**src/rtl/byte_rmw_pkg.sv**
```systemverilog
package byte_rmw_pkg;

  typedef enum logic [2:0] {
    ST_IDLE,
    ST_READ_REQ,
    ST_READ_WAIT,
    ST_MODIFY,
    ST_WRITE_REQ,
    ST_DONE
  } adapt_state_e;

  // strobes from the sequencer to the datapath
  typedef struct packed {
    logic captureReq;   // latch address, lane and store byte
    logic captureWord;  // latch the word returned by memory
    logic mergeByte;    // overwrite the selected lane
  } dp_strobe_t;

endpackage

```
**src/rtl/byte_rmw_ctrl.sv**
```systemverilog
module byte_rmw_ctrl
  import byte_rmw_pkg::*;
(
  input  logic       clk,
  input  logic       rstN,
  input  logic       reqValid,
  input  logic       reqWrite,
  output logic       reqReady,
  input  logic       memRvalid,
  output logic       memReq,
  output logic       memWe,
  output logic       rspValid,
  output dp_strobe_t strobe
);

  adapt_state_e state, stateNext;
  logic         isWrite;

  always_comb begin
    stateNext = state;
    strobe    = '0;
    unique case (state)
      ST_IDLE: begin
        strobe.captureReq = reqValid;
        if (reqValid) stateNext = ST_READ_REQ;
      end
      ST_READ_REQ:  stateNext = ST_READ_WAIT;
      ST_READ_WAIT: begin
        strobe.captureWord = memRvalid;
        if (memRvalid) stateNext = isWrite ? ST_MODIFY : ST_DONE;
      end
      ST_MODIFY: begin
        strobe.mergeByte = 1'b1;
        stateNext        = ST_WRITE_REQ;
      end
      ST_WRITE_REQ: stateNext = ST_DONE;
      ST_DONE:      stateNext = ST_IDLE;
      default:      stateNext = ST_IDLE;
    endcase
  end

  always_ff @(posedge clk or negedge rstN) begin
    if (!rstN) begin
      state   <= ST_IDLE;
      isWrite <= 1'b0;
    end else begin
      state <= stateNext;
      if (strobe.captureReq) isWrite <= reqWrite;
    end
  end

  assign reqReady = (state == ST_IDLE);
  assign memReq   = (state == ST_READ_REQ) || (state == ST_WRITE_REQ);
  assign memWe    = (state == ST_WRITE_REQ);
  assign rspValid = (state == ST_DONE);

  // each memory access is a single-cycle pulse
  p_memreq_pulse_r8: assert property (@(posedge clk) disable iff (!rstN)
    memReq |=> !memReq);

  // response lasts one cycle and the adapter is idle right after
  p_rsp_pulse_r6: assert property (@(posedge clk) disable iff (!rstN)
    rspValid |=> (!rspValid && reqReady));

  // no memory traffic while the requester side is open
  p_ready_quiet_r5: assert property (@(posedge clk) disable iff (!rstN)
    reqReady |-> !memReq);

  // a word write always follows the lane merge
  p_write_after_merge_r4: assert property (@(posedge clk) disable iff (!rstN)
    (memReq && memWe) |-> $past(strobe.mergeByte));

  // read data outside the wait state leaves the idle adapter idle
  p_stray_rvalid_r7: assert property (@(posedge clk) disable iff (!rstN)
    (reqReady && !reqValid && memRvalid) |=> reqReady);

endmodule

```
**src/rtl/byte_rmw_datapath.sv**
```systemverilog
module byte_rmw_datapath
  import byte_rmw_pkg::*;
#(
  parameter int ADDR_W     = 32,
  parameter int WORD_BYTES = 16,
  parameter int DATA_W     = 64,
  localparam int LANE_W    = $clog2(WORD_BYTES),
  localparam int WORD_W    = WORD_BYTES * 8,
  localparam int WADDR_W   = ADDR_W - LANE_W
) (
  input  logic                clk,
  input  logic                rstN,
  input  dp_strobe_t          strobe,
  input  logic [ADDR_W-1:0]   reqAddr,
  input  logic [7:0]          reqWdata,
  input  logic [WORD_W-1:0]   memRdata,
  output logic [WADDR_W-1:0]  memAddr,
  output logic [WORD_W-1:0]   memWdata,
  output logic [DATA_W-1:0]   rspRdata
);

  logic [WADDR_W-1:0] wordAddrReg;
  logic [LANE_W-1:0]  laneReg;
  logic [7:0]         wdataReg;
  logic [WORD_W-1:0]  wordReg;
  logic [7:0]         laneByte;

  always_ff @(posedge clk or negedge rstN) begin
    if (!rstN) begin
      wordAddrReg <= '0;
      laneReg     <= '0;
      wdataReg    <= '0;
    end else if (strobe.captureReq) begin
      wordAddrReg <= reqAddr[ADDR_W-1:LANE_W];
      laneReg     <= reqAddr[LANE_W-1:0];
      wdataReg    <= reqWdata;
    end
  end

  always_ff @(posedge clk or negedge rstN) begin
    if (!rstN) begin
      wordReg <= '0;
    end else if (strobe.captureWord) begin
      wordReg <= memRdata;
    end else if (strobe.mergeByte) begin
      for (int i = 0; i < WORD_BYTES; i++) begin
        if (laneReg == LANE_W'(i)) wordReg[i*8 +: 8] <= wdataReg;
      end
    end
  end

  always_comb begin
    laneByte = '0;
    for (int i = 0; i < WORD_BYTES; i++) begin
      if (laneReg == LANE_W'(i)) laneByte = wordReg[i*8 +: 8];
    end
  end

  assign memAddr  = wordAddrReg;
  assign memWdata = wordReg;
  assign rspRdata = {{(DATA_W-8){1'b0}}, laneByte};

  // per lane, the merge touches only the addressed lane
  for (genvar g = 0; g < WORD_BYTES; g++) begin : g_laneChk
    p_lane_kept_r4: assert property (@(posedge clk) disable iff (!rstN)
      (strobe.mergeByte && laneReg != LANE_W'(g)) |=> $stable(wordReg[g*8 +: 8]));
    p_lane_set_r4: assert property (@(posedge clk) disable iff (!rstN)
      (strobe.mergeByte && laneReg == LANE_W'(g)) |=> (wordReg[g*8 +: 8] == $past(wdataReg)));
  end

  // the word address holds steady for the whole transaction
  p_addr_hold_r2: assert property (@(posedge clk) disable iff (!rstN)
    (strobe.captureWord || strobe.mergeByte) |=> $stable(memAddr));

endmodule

```
**src/rtl/byte_rmw_adapter.sv**
```systemverilog
module byte_rmw_adapter
  import byte_rmw_pkg::*;
#(
  parameter int ADDR_W     = 32,
  parameter int WORD_BYTES = 16,
  parameter int DATA_W     = 64,
  localparam int LANE_W    = $clog2(WORD_BYTES),
  localparam int WORD_W    = WORD_BYTES * 8,
  localparam int WADDR_W   = ADDR_W - LANE_W
) (
  input  logic               clk,
  input  logic               rstN,
  input  logic               reqValid,
  output logic               reqReady,
  input  logic               reqWrite,
  input  logic [ADDR_W-1:0]  reqAddr,
  input  logic [7:0]         reqWdata,
  output logic               rspValid,
  output logic [DATA_W-1:0]  rspRdata,
  output logic               memReq,
  output logic               memWe,
  output logic [WADDR_W-1:0] memAddr,
  output logic [WORD_W-1:0]  memWdata,
  input  logic               memRvalid,
  input  logic [WORD_W-1:0]  memRdata
);

  dp_strobe_t strobe;

  byte_rmw_ctrl u_ctrl (
    .clk       (clk),
    .rstN      (rstN),
    .reqValid  (reqValid),
    .reqWrite  (reqWrite),
    .reqReady  (reqReady),
    .memRvalid (memRvalid),
    .memReq    (memReq),
    .memWe     (memWe),
    .rspValid  (rspValid),
    .strobe    (strobe)
  );

  byte_rmw_datapath #(
    .ADDR_W     (ADDR_W),
    .WORD_BYTES (WORD_BYTES),
    .DATA_W     (DATA_W)
  ) u_dp (
    .clk      (clk),
    .rstN     (rstN),
    .strobe   (strobe),
    .reqAddr  (reqAddr),
    .reqWdata (reqWdata),
    .memRdata (memRdata),
    .memAddr  (memAddr),
    .memWdata (memWdata),
    .rspRdata (rspRdata)
  );

  // reset leaves the adapter idle with the memory side quiet
  p_reset_idle_r1: assert property (@(posedge clk)
    $rose(rstN) |-> (reqReady && !memReq && !rspValid));

endmodule

```
**config.mk**
```make
export PLATFORM = sky130hd
export DESIGN_NAME = byte_rmw_adapter
export DESIGN_NICKNAME = d
export VERILOG_FILES = /design/src/rtl/byte_rmw_pkg.sv /design/src/rtl/byte_rmw_ctrl.sv /design/src/rtl/byte_rmw_datapath.sv /design/src/rtl/byte_rmw_adapter.sv
export SDC_FILE = /design/constraint.sdc
export NUM_CORES = 1
export LEC_CHECK = 0
export ABC_AREA = 1
export BUFFER_PORTS_ARGS = -buffer_cell sky130_fd_sc_hd__buf_4
export CAP_MARGIN = 20
export CORE_MARGIN = 3
export CORE_UTILIZATION = 30
export DETAILED_ROUTE_END_ITERATION = 12
export GPL_ROUTABILITY_DRIVEN = 0
export GPL_TIMING_DRIVEN = 0
export MAX_ROUTING_LAYER = met4
export SETUP_SLACK_MARGIN = 0.15
export SKIP_CTS_REPAIR_TIMING = 1
export SLEW_MARGIN = 10
export SYNTH_ARGS = -nofsm -noshare
export SYNTH_HDL_FRONTEND = slang
export SYNTH_SLANG_ARGS = --single-unit
export TNS_END_PERCENT = 100
```
**constraint.sdc**
```tcl
create_clock -name clk -period 3.41 [get_ports clk]
set_input_delay 0.1705 -clock clk [delete_from_list [all_inputs] [get_ports clk]]
set_output_delay 0.1705 -clock clk [all_outputs]
set_load 0.01 [all_outputs]
```
==> results.toml, run 1 <==
[run_status]
outcome = "finished with violations"
failed_checks = "negative hold slack"

[routing]
drt_drc_violations_left = 0
met1Wirelength_um = 16900
drtPass1Iterations = 5
vias = 9601
postRouteAntennaNets = 0
drt-total-wl_um = 41600
highest_layer = "met4"
avgViaCountPerCell = 4.75
first_iter_violations = 647
wl_met2_um = 20300
dr_wl_met3_um = 3210
wire_per_inst_um = 20.6

[yosys]
ys_seq_area_frac = 0.484
yosysWarnings = 0
synth_cell_types = 29
avgSynthCellArea_sq_um = 8.49
post_synth_instance_area_sq_um = 8900
synth_seq_cells = 172
synthCells = 1048

[sta]
rsz0062_at_grt = "false"
whs_ps = -21.8
tightestPinTransition_ps = 950
fin_skew_ps = 15.9
fin_crit_ps = 3100
maxSlewHeadroom = 0.367
finalSetupViolCount = 0
setup-tns-final_ps = 0
post-route-period-util = 0.908
fmaxAchievable_mhz = 323
slew_violations = 0
hold_violations = 8

[worst_setup_path]
critPathCaptureType = "output port"
cp.arrival_ps = 2930
reg2reg_depth = 7
critical_path_class = "reg2out"
worst_ep_required_time_ps = 3240
worst-path-max-fanout = 7
crit_path_start_kind = "flop"

[cells_and_area]
final_core_util = 0.496
fill_cells = 2779
area_delta_synth_final_pct = 61.2
drive_gt1_frac = 0.329
final_cell_mix = "buf_4, nand2_1, dfrtp_1, dlygate4sd3_1, o211ai_1"
final_common_cell = "buf_4"
final_cells = 2020
final_nets = 1793

[clock_tree]
htreeDepth = 4
cts_tree = "built"
path_clk_slew_ps = 90
insertion_delay_ps = 450
clk_path_buf_depth = 2
cts_root_buf = "clkbuf_16"
cts_sinks = 172
cts_buffers = 17

[power]
p_leak_nw = 6.91
power_density_nw_per_um2 = 843
p_int_mw = 6.61
irDropWorstVdd_uv = 417
p_switching_mw = 5.48
p_sw_frac = 0.453
p_comb_frac = 0.510
p_seq_frac = 0.321
clkPwrFrac = 0.169

[min_path]
hold_class = "in2reg"
min_path_cells = 3

[global_route]
grt_pass1_vias = 8856
overflow = 0
grt_usage = 0.250
grt_pass1_wl_um = 56500
grt_max_degree = 96
antenna_found_initial = 3

[flow_run]
max-cap-violations = 0

[floorplan]
ios = 397
dieHeight_um = 178
die_width_um = 178
num_rows = 62
initial_core_util = 0.308
die-area_sq_um = 31800
core_sq_um = 28900

[place]
io_buffers = 340
dpl.hpwl_um = 30600
dp_cells = 1828
[cell usage after synthesis]
library cell,n,share of area
a211oi_1,1,0.00084
a21oi_1,19,0.011
a21oi_2,1,0.00098
a22oi_1,9,0.0076
buf_1,1,0.00042
buf_2,12,0.0067
buf_4,69,0.058
buf_6,3,0.0038
clkbuf_1,3,0.0013
conb_1,1,0.00042
dfrtp_1,172,0.48
inv_1,58,0.024
inv_2,8,0.0034
mux2_2,36,0.046
nand2_1,373,0.16
nand2_2,4,0.0028
nand2_4,1,0.0013
nand3_1,40,0.022
nand4_1,19,0.013
nor2_1,62,0.026
nor2_2,14,0.0098
nor2_4,6,0.0076
nor3_1,4,0.0022
o211ai_1,114,0.096
o21ai_0,1,0.00056
o22ai_1,1,0.00070
o32ai_1,1,0.00098
or2_0,5,0.0035
or2_2,10,0.0070
[logic make-up after synthesis]
kind of cell,Yosys count,synth area share
other cells,1,0.000421
simple gates,538,0.254
buf+inv,154,0.0983
compound gates,147,0.119
mux,36,0.0456
flops,172,0.484
[worst paths after layout]
kind | to | from | slack, ps
worst max-delay path | rspRdata[4] | u_dp.laneReg[0] | 310
worst min-delay path | u_dp.memWdata[69] | memRdata[69] | -20
worst max register to register | u_dp.memWdata[28] | u_ctrl.state[2] | 660
worst min register to register | u_ctrl.state[0] | u_ctrl.state[0] | 510
max in group asynchronous | u_dp.memWdata[50] | rstN | 2190
min in group asynchronous | u_dp.memAddr[2] | rstN | 280
[power by group through the flow]
stage / Combinational, mW / Clock, mW / Sequential (mW)
floorplan: 2.49 / 0 / 4.04
global placement: 5.98 / 0 / 3.86
detailed placement: 6.05 / 0 / 3.88
CTS: 6.06 / 2.06 / 3.86
global route: 6.69 / 2.15 / 3.98
finish: 6.17 / 2.04 / 3.88
[through the flow]
stage	total power, mW	hold slack, ps	setup WS [ps]	instance area [sq um]
6_report	12.1	-21.8	312	14300
5_1_grt	12.8	-1.98	178	14300
4_1_cts	12.0	-285	274	12800
3_5_place_dp	9.94	196	766	12200
3_3_place_gp	9.84	392	795	12100
2_1_floorplan	6.54	-125	1720	9110
[metal layers]
layer	track usage	up-vias
met5	-	-
met4	0.0763	0
met3	0.0658	61
met2	0.411	463
met1	0.304	4548
li1	-	4529
[critical path, cell delays in order, from the launching register on]
cell,delay (ps)
dfrtp_1,500
nand2_4,190
nor2_1,90
inv_1,180
nor2_1,60
nor2_1,260
nand4_1,160
nand2_1,120
nand4_1,170
nor3_1,420
nand4_1,150
buf_4,190
[state kept, by name, summed over array words and instances, names as in the netlist]
| register | flops |
|---|---|
| u_ctrl.isWrite | 1 |
| u_ctrl.state | 3 |
| u_dp.laneReg | 4 |
| u_dp.memAddr | 28 |
| u_dp.memWdata | 128 |
| u_dp.wdataReg | 8 |
[area by class of cell]
type                    instances  area [sq um]  area share
repair buffers                498          4160       0.290
flip-flops and latches        172          4300       0.300
clock inverters                15           169      0.0118
clock buffers                  17           425      0.0297
inverters                      66           248      0.0173
well taps                     384           480      0.0335
plain buffers                  88           627      0.0437
multi-input cells             777          3930       0.274
diodes                          3          7.51    0.000523
Note: power is estimated with default switching activity, not from simulation.
==> inputs of run 2 (changes only) <==
==> constraint.sdc (replaced) <==
create_clock -name clk -period 3.5 [get_ports clk]
set_input_delay 0.175 -clock clk [delete_from_list [all_inputs] [get_ports clk]]
set_output_delay 0.175 -clock clk [all_outputs]
set_load 0.01 [all_outputs]
==> results.toml, run 2 (synthesized netlist as in run 1, its figures left out) <==
[routing]
drt_drc_violations_left = 0
drt-total-wl_um = 41500
avgViaCountPerCell = 4.76
wire_per_inst_um = 20.6
postRouteAntennaNets = 0
drtPass1Iterations = 6
first_iter_violations = 650
vias = 9586

[run_status]
outcome = "finished with violations"
failed_checks = "negative hold slack"

[sta]
finalSetupViolCount = 0
fin_crit_ps = 3100
rsz0062_at_grt = "false"
slew_violations = 0
tightestPinTransition_ps = 980
fin_skew_ps = 18.3
setup-tns-final_ps = 0
worst_slack_ps = 403
whs_ps = -17.4
maxSlewHeadroom = 0.347
fmaxAchievable_mhz = 323
hold_violations = 11
post-route-period-util = 0.885

[floorplan]
core_sq_um = 28900
initial_core_util = 0.308
num_rows = 62
die-area_sq_um = 31800
ios = 397
die_width_um = 178
dieHeight_um = 178

[power]
p_comb_frac = 0.510
irDropWorstVdd_uv = 404
p_leak_nw = 6.88
p_int_mw = 6.44
power_density_nw_per_um2 = 825
p_seq_frac = 0.321
p_switching_mw = 5.33
clkPwrFrac = 0.169
p_sw_frac = 0.453

[worst_setup_path]
critPathCaptureType = "output port"
reg2reg_depth = 7
cp-endpoint = "rspRdata[4]"
critical_path_class = "reg2out"
cp.arrival_ps = 2920
worst-path-max-fanout = 7
startpoint = "u_dp.laneReg[0]"
regToRegSetupSlack_ps = 780
worst_ep_required_time_ps = 3320
r2r_end = "u_dp.memWdata[28]"
reg2reg_from = "u_ctrl.state[2]"
crit_path_start_kind = "flop"

[clock_tree]
cts_sinks = 172
insertion_delay_ps = 450
cts_buffers = 17
htreeDepth = 4
cts_root_buf = "clkbuf_16"
clk_path_buf_depth = 2
path_clk_slew_ps = 80
cts_tree = "built"

[global_route]
antenna_found_initial = 3
grt_pass1_vias = 8856
grt_usage = 0.250
grt_max_degree = 96
grt_pass1_wl_um = 56500
overflow = 0

[place]
dpl.hpwl_um = 30600
io_buffers = 340
place_ws_ps = 852

[cells_and_area]
drive_gt1_frac = 0.330
multi_input_area_sq_um = 3930
seqCellArea_sq_um = 4300
final_common_cell = "buf_4"
largest_reg_flops = 128
fill_cells = 2788
final_nets = 1785
area_delta_synth_final_pct = 60.3
final_cell_mix = "buf_4, nand2_1, dfrtp_1, dlygate4sd3_1, o211ai_1"

[min_path]
hold_class = "in2reg"

[flow_run]
max-cap-violations = 0
==> run 2: layer usage <==
| metal | routed length, um | share of wire | vias to the layer above | global-route usage |
|---|---|---|---|---|
| li1 | - | - | 4517 | - |
| met2 | 20300 | 0.49 | 445 | 0.411 |
| met1 | 17100 | 0.41 | 4562 | 0.304 |
| met5 | 0 | 0 | - | - |
| met4 | 1100 | 0.026 | 0 | 0.0763 |
| met3 | 2990 | 0.072 | 62 | 0.0658 |
==> run 2: layout make-up <==
class | count | share of cell area
buffer | 88 | 0.0439
tap | 384 | 0.0337
clock inverter | 15 | 0.0118
timing repair buffer | 490 | 0.286
inverter | 66 | 0.0174
clock buffer | 17 | 0.0298
antenna | 3 | 0.000526
multi-input combinational | 777 | 0.275
sequential | 172 | 0.302
==> run 2: power by group through the flow <==
stage	Combinational, mW	Sequential [mW]	Clock, mW
2_1_floorplan	2.43	3.94	0
3_3_place_gp	5.82	3.76	0
3_5_place_dp	5.90	3.78	0
4_1_cts	5.90	3.76	2.01
5_1_grt	6.51	3.88	2.10
6_report	6.00	3.78	1.99
==> run 2: worst max-delay path, cell delays in order (launching register included) <==
cell and delay [ps]:
dfrtp_1 500, nand2_4 190, nor2_1 90, inv_1 180, nor2_1 60, nor2_1 260, nand4_1 160, nand2_1 130
nand4_1 160, nor3_1 420, nand4_1 150, buf_4 190
==> run 2: metrics by stage <==
| stage | util | hold WS, ps | instances | power (mW) | cell area [sq um] |
|---|---|---|---|---|---|
| after floorplan | - | -121 | 1103 | 6.37 | 9110 |
| after global placement | 0.420 | 396 | 1827 | 9.59 | 12100 |
| after detailed placement | 0.421 | 201 | 1828 | 9.68 | 12200 |
| after CTS | 0.441 | -281 | 1860 | 11.7 | 12800 |
| after global routing | 0.493 | 0.0148 | 2012 | 12.5 | 14300 |
| final | 0.493 | -17.4 | 2012 | 11.8 | 14300 |
==> run 2: how the worst min path moves through the flow <==
stage	startpoint	end	slack, ps	cells after the start
6_report	memRdata[69]	u_dp.memWdata[69]	-20	3
5_1_grt	memRdata[12]	u_dp.memWdata[12]	0.01	3
4_1_cts	rstN	u_dp.memAddr[2]	-280	1
3_5_place_dp	rstN	u_dp.memAddr[2]	200	1
3_3_place_gp	memRdata[59]	u_dp.memWdata[59]	400	3
2_1_floorplan	rstN	u_ctrl.isWrite	-120	0
